File: src/rtl/addsub_pkg.sv
package addsub_pkg;

    typedef struct packed {
        logic zero;
        logic neg;
        logic carry;
        logic ovf;
    } cc_flags_t;

    typedef struct packed {
        logic eq;
        logic ne;
        logic lt;
        logic le;
        logic gt;
        logic ge;
        logic ltu;
        logic leu;
        logic gtu;
        logic geu;
    } cmp_set_t;

endpackage

File: src/rtl/addsub_pg_cells.sv
module addsub_pg_cells #(
    parameter int WIDTH = 8
) (
    input  logic [WIDTH-1:0] opnd_a,
    input  logic [WIDTH-1:0] opnd_b,
    input  logic             invert_b,
    output logic [WIDTH-1:0] gen,
    output logic [WIDTH-1:0] prop
);
    logic [WIDTH-1:0] b_fed;

    genvar i;
    generate
        for (i = 0; i < WIDTH; i++) begin : g_bit
            assign b_fed[i] = opnd_b[i] ^ invert_b;
            assign gen[i]   = opnd_a[i] & b_fed[i];
            assign prop[i]  = opnd_a[i] ^ b_fed[i];
        end
    endgenerate
endmodule

File: src/rtl/addsub_block_carry.sv
module addsub_block_carry #(
    parameter int WIDTH   = 8,
    parameter int GROUP_W = 4
) (
    input  logic [WIDTH-1:0] gen,
    input  logic [WIDTH-1:0] prop,
    input  logic             carry_in,
    output logic [WIDTH:0]   carry
);
    localparam int NUM_GRP = (WIDTH + GROUP_W - 1) / GROUP_W;

    logic [NUM_GRP-1:0] grp_g;
    logic [NUM_GRP-1:0] grp_p;
    logic [NUM_GRP:0]   grp_c;

    // carries between groups use block generate/propagate only
    always_comb begin
        grp_c[0] = carry_in;
        for (int k = 0; k < NUM_GRP; k++) begin
            grp_c[k+1] = grp_g[k] | (grp_p[k] & grp_c[k]);
        end
    end

    genvar k;
    generate
        for (k = 0; k < NUM_GRP; k++) begin : g_grp
            localparam int LO   = k * GROUP_W;
            localparam int SPAN = ((WIDTH - LO) < GROUP_W) ? (WIDTH - LO) : GROUP_W;

            logic            blk_g;
            logic            blk_p;
            logic [SPAN-1:0] loc_c;

            always_comb begin
                blk_g = 1'b0;
                blk_p = 1'b1;
                for (int i = 0; i < SPAN; i++) begin
                    blk_g = gen[LO+i] | (prop[LO+i] & blk_g);
                    blk_p = blk_p & prop[LO+i];
                end
                loc_c[0] = grp_c[k];
                for (int i = 0; i < SPAN - 1; i++) begin
                    loc_c[i+1] = gen[LO+i] | (prop[LO+i] & loc_c[i]);
                end
            end

            assign grp_g[k]         = blk_g;
            assign grp_p[k]         = blk_p;
            assign carry[LO +: SPAN] = loc_c;
        end
    endgenerate

    assign carry[WIDTH] = grp_c[NUM_GRP];
endmodule

File: src/rtl/addsub_flag_decode.sv
module addsub_flag_decode
    import addsub_pkg::*;
#(
    parameter int WIDTH = 8
) (
    input  logic [WIDTH-1:0] sum_bits,
    input  logic             carry_top,
    input  logic             carry_msb,
    output cc_flags_t        flags,
    output cmp_set_t         cmps
);
    logic lt_signed;

    always_comb begin
        flags.zero  = ~|sum_bits;
        flags.neg   = sum_bits[WIDTH-1];
        flags.carry = carry_top;
        flags.ovf   = carry_top ^ carry_msb;
    end

    assign lt_signed = flags.neg ^ flags.ovf;

    always_comb begin
        cmps.eq  = flags.zero;
        cmps.ne  = ~flags.zero;
        cmps.lt  = lt_signed;
        cmps.le  = lt_signed | flags.zero;
        cmps.ge  = ~lt_signed;
        cmps.gt  = ~(lt_signed | flags.zero);
        cmps.ltu = ~flags.carry;
        cmps.leu = ~flags.carry | flags.zero;
        cmps.geu = flags.carry;
        cmps.gtu = flags.carry & ~flags.zero;
    end
endmodule

File: src/rtl/addsub_cmp_unit.sv
module addsub_cmp_unit
    import addsub_pkg::*;
#(
    parameter int WIDTH   = 8,
    parameter int GROUP_W = 4
) (
    input  logic [WIDTH-1:0] op_a,
    input  logic [WIDTH-1:0] op_b,
    input  logic             sub_sel,
    output logic [WIDTH-1:0] result,
    output logic             flag_zero,
    output logic             flag_neg,
    output logic             flag_carry,
    output logic             flag_ovf,
    output logic             cmp_eq,
    output logic             cmp_ne,
    output logic             cmp_lt,
    output logic             cmp_le,
    output logic             cmp_gt,
    output logic             cmp_ge,
    output logic             cmp_ltu,
    output logic             cmp_leu,
    output logic             cmp_gtu,
    output logic             cmp_geu
);
    logic [WIDTH-1:0] gen;
    logic [WIDTH-1:0] prop;
    logic [WIDTH:0]   carry;
    cc_flags_t        flags;
    cmp_set_t         cmps;

    addsub_pg_cells #(.WIDTH(WIDTH)) u_pg (
        .opnd_a   (op_a),
        .opnd_b   (op_b),
        .invert_b (sub_sel),
        .gen      (gen),
        .prop     (prop)
    );

    addsub_block_carry #(.WIDTH(WIDTH), .GROUP_W(GROUP_W)) u_carry (
        .gen      (gen),
        .prop     (prop),
        .carry_in (sub_sel),
        .carry    (carry)
    );

    assign result = prop ^ carry[WIDTH-1:0];

    addsub_flag_decode #(.WIDTH(WIDTH)) u_flags (
        .sum_bits  (result),
        .carry_top (carry[WIDTH]),
        .carry_msb (carry[WIDTH-1]),
        .flags     (flags),
        .cmps      (cmps)
    );

    assign flag_zero  = flags.zero;
    assign flag_neg   = flags.neg;
    assign flag_carry = flags.carry;
    assign flag_ovf   = flags.ovf;
    assign cmp_eq     = cmps.eq;
    assign cmp_ne     = cmps.ne;
    assign cmp_lt     = cmps.lt;
    assign cmp_le     = cmps.le;
    assign cmp_gt     = cmps.gt;
    assign cmp_ge     = cmps.ge;
    assign cmp_ltu    = cmps.ltu;
    assign cmp_leu    = cmps.leu;
    assign cmp_gtu    = cmps.gtu;
    assign cmp_geu    = cmps.geu;
endmodule

File: config.mk
export PLATFORM = sky130hd
export DESIGN_NAME = addsub_cmp_unit
export DESIGN_NICKNAME = d
export VERILOG_FILES = /design/src/rtl/addsub_pkg.sv /design/src/rtl/addsub_pg_cells.sv /design/src/rtl/addsub_block_carry.sv /design/src/rtl/addsub_flag_decode.sv /design/src/rtl/addsub_cmp_unit.sv
export SDC_FILE = /design/constraint.sdc
export NUM_CORES = 1
export LEC_CHECK = 0
export ABC_CLOCK_PERIOD_IN_PS = 4990
export BUFFER_PORTS_ARGS = -buffer_cell sky130_fd_sc_hd__buf_2
export CORE_AREA = 3 3 40 42
export DETAILED_ROUTE_END_ITERATION = 10
export DIE_AREA = 0 0 43 45
export GPL_TIMING_DRIVEN = 1
export MAX_ROUTING_LAYER = met4
export PLACE_DENSITY = 0.79
export SLEW_MARGIN = 10
export SYNTH_ARGS = -nofsm -noshare
export SYNTH_HDL_FRONTEND = slang
export SYNTH_HIERARCHICAL = 1
export SYNTH_SLANG_ARGS = --single-unit
File: constraint.sdc
create_clock -name vclk -period 4.99
set_clock_uncertainty 0.15 [all_clocks]
set_input_delay 0.2495 -clock vclk [all_inputs]
set_output_delay 0.2495 -clock vclk [all_outputs]
set_load 0.05 [all_outputs]
==> flow_summary.yaml <==
power:
  p_per_area_mw_per_mm2: 530.3
  p_leak_nw: 0.4207
  max-vdd-ir-drop_v: 0.0002324
setup_path:
  worst_ep_arrival_time_ps: 2890
  cp_data_required_time_ps: 4590
  critical_path_class: "in -> out"
  endpoint_kind: "primary output"
  cp-start-kind: "input port"
  crit_fanout: 11
detailed_routing:
  via_count: 524
  finalWirelength_um: 1191
  drt_iter0_drc: 5
  firstDrtPassIters: 4
  via_per_inst: 4.897
  drtAntennaViolNets: 0
  avgRoutedWirePerCell_um: 11.13
  drc: 0
yosys:
  yosys.area.top_type_share: 0.2635
  synthTopCellsByArea: "xor2_1 26%, ha_1 19%, buf_4 8.5%"
  yosys_warnings: 6
  synth_seq_area_share: 0
  synth.avg_cell_area_um2: 8.863
  syn_area_um2: 531.8
  yosys.area.top_type: "xor2_1"
  netlist-cell-type-count: 24
  synth_fp_nets: 85
  synth_cells: 60
worst_hold_path:
  min_path_type: "in -> out"
grt:
  met1_usage: 0.1647
  use_met2: 0.2216
  grt_max_degree: 12
  grt_pass1_wl_um: 1918
  grt.total_usage: 0.1231
  grt_overflow_total: 0
  grtUsageMet3: 0.003984
  antenna_found_initial: 0
  grt_pass1_vias: 462
  busiest_layer: "met2"
final_layout:
  diodes: 0
  syn2layout_area_growth_pct: 29.65
  fillers: 135
  nets: 119
  clock_buffers: 0
  design_area_um2: 689.4
  seq_cells: 0
  drive_gt1_frac: 0.5326
  regArea_um2: 0
sta:
  max_freq_mhz: 304.1
  hold_viol: 0
  rsz0062_at_grt: "no"
  final.min_clock_period_ps: 3289
  period_share: 0.6590
  relSlewSlack: 0.7044
  tightest_slew_ps: 441.9
  slew_viol_final: 0
  setup_viol: 0
  fin_tns_setup_ps: 0
die:
  dieHeight_um: 45
  start_util: 0.4138
  core_mm2: 0.001285
  row_count: 13
  ios: 39
  die_area_mm2: 0.001935
  fp.dieW_um: 43
cts:
  cts_hold_repair.buffers: 0
  ctsResizeCount: 0
  cts_setup_buffers: 0
placed_design:
  place.port_buffers: 39
  gp_congestion: 0.7422
  dpl-instance-area_um2: 689.4
  hpwl_um: 1092
outcome:
  status: "complete, no violations"
flow_run:
  maxCapViolations: 0
## cell type report
type                            count  area, µm²  area share
Timing Repair Buffer               39      195.2      0.2831
Tap cell                           15      18.77     0.02722
Multi-Input combinational cell     49      460.4      0.6679
Inverter                            4      15.01     0.02178
## cell usage after synthesis, types with 2 or more instances
cell type	count
inv_1	4
ha_1	8
nand2_1	2
a21o_2	3
a21o_1	4
xor2_1	16
buf_4	6
## per-stage QoR
step	hold WS, ps	util	total power [mW]	setup slack (ps)	cells
2_1_floorplan	720.1	-	0.3156	878.0	60
3_3_place_gp	868.3	0.5365	0.3647	1771	107
3_5_place_dp	867.8	0.5365	0.3683	1678	107
4_1_cts	878.1	0.5365	0.3689	1677	107
5_1_grt	914.8	0.5365	0.3861	1491	107
6_report	876.0	0.5365	0.3656	1701	107
## cell usage in the layout, fill, tap and decap left out, types with 2 or more instances in the layout
| master | netlist | final |
|---|---|---|
| inv_1 | 4 | 4 |
| ha_1 | 8 | 8 |
| xor2_1 | 16 | 16 |
| nand2_1 | 2 | 2 |
| a21o_1 | 4 | 4 |
| a21o_2 | 3 | 3 |
| buf_2 | 0 | 39 |
## where the power goes
part	switching (mW)	internal (mW)	total (mW)
combinational	0.278	0.0873	0.366
sequential	0	0	0
clock	0	0	0
total	0.278	0.0873	0.366
## routing by layer
metal | wire [µm] | vias up
met4 | 0 | 0
li1 | - | 269
met5 | 0 | -
met1 | 426 | 229
met3 | 132 | 0
met2 | 631 | 26
## logic make-up after synthesis
group           count (synthesis)  synth area share
xor+xnor                       18            0.3106
compound gates                 15            0.2494
buf+inv                        11            0.1341
fa+ha+maj                       8            0.1882
simple gates                    8            0.1176
## path summary, 6_finish.rpt
check | from | endpoint | slack [ps] | cells past startpoint
max | sub_sel | cmp_gtu | 1700 | 11
min | op_a[5] | result[5] | 880 | 4
## worst max-delay path, cell delays in order
cell and delay, ps:
buf_2 270, xor2_1 200, ha_1 300, a211o_1 330
o211ai_2 90, a32oi_2 160, a21o_2 270, xor2_1 390
nand3b_2 230, and2_2 140, buf_2 250
Note: power is estimated with default switching activity, not from simulation.
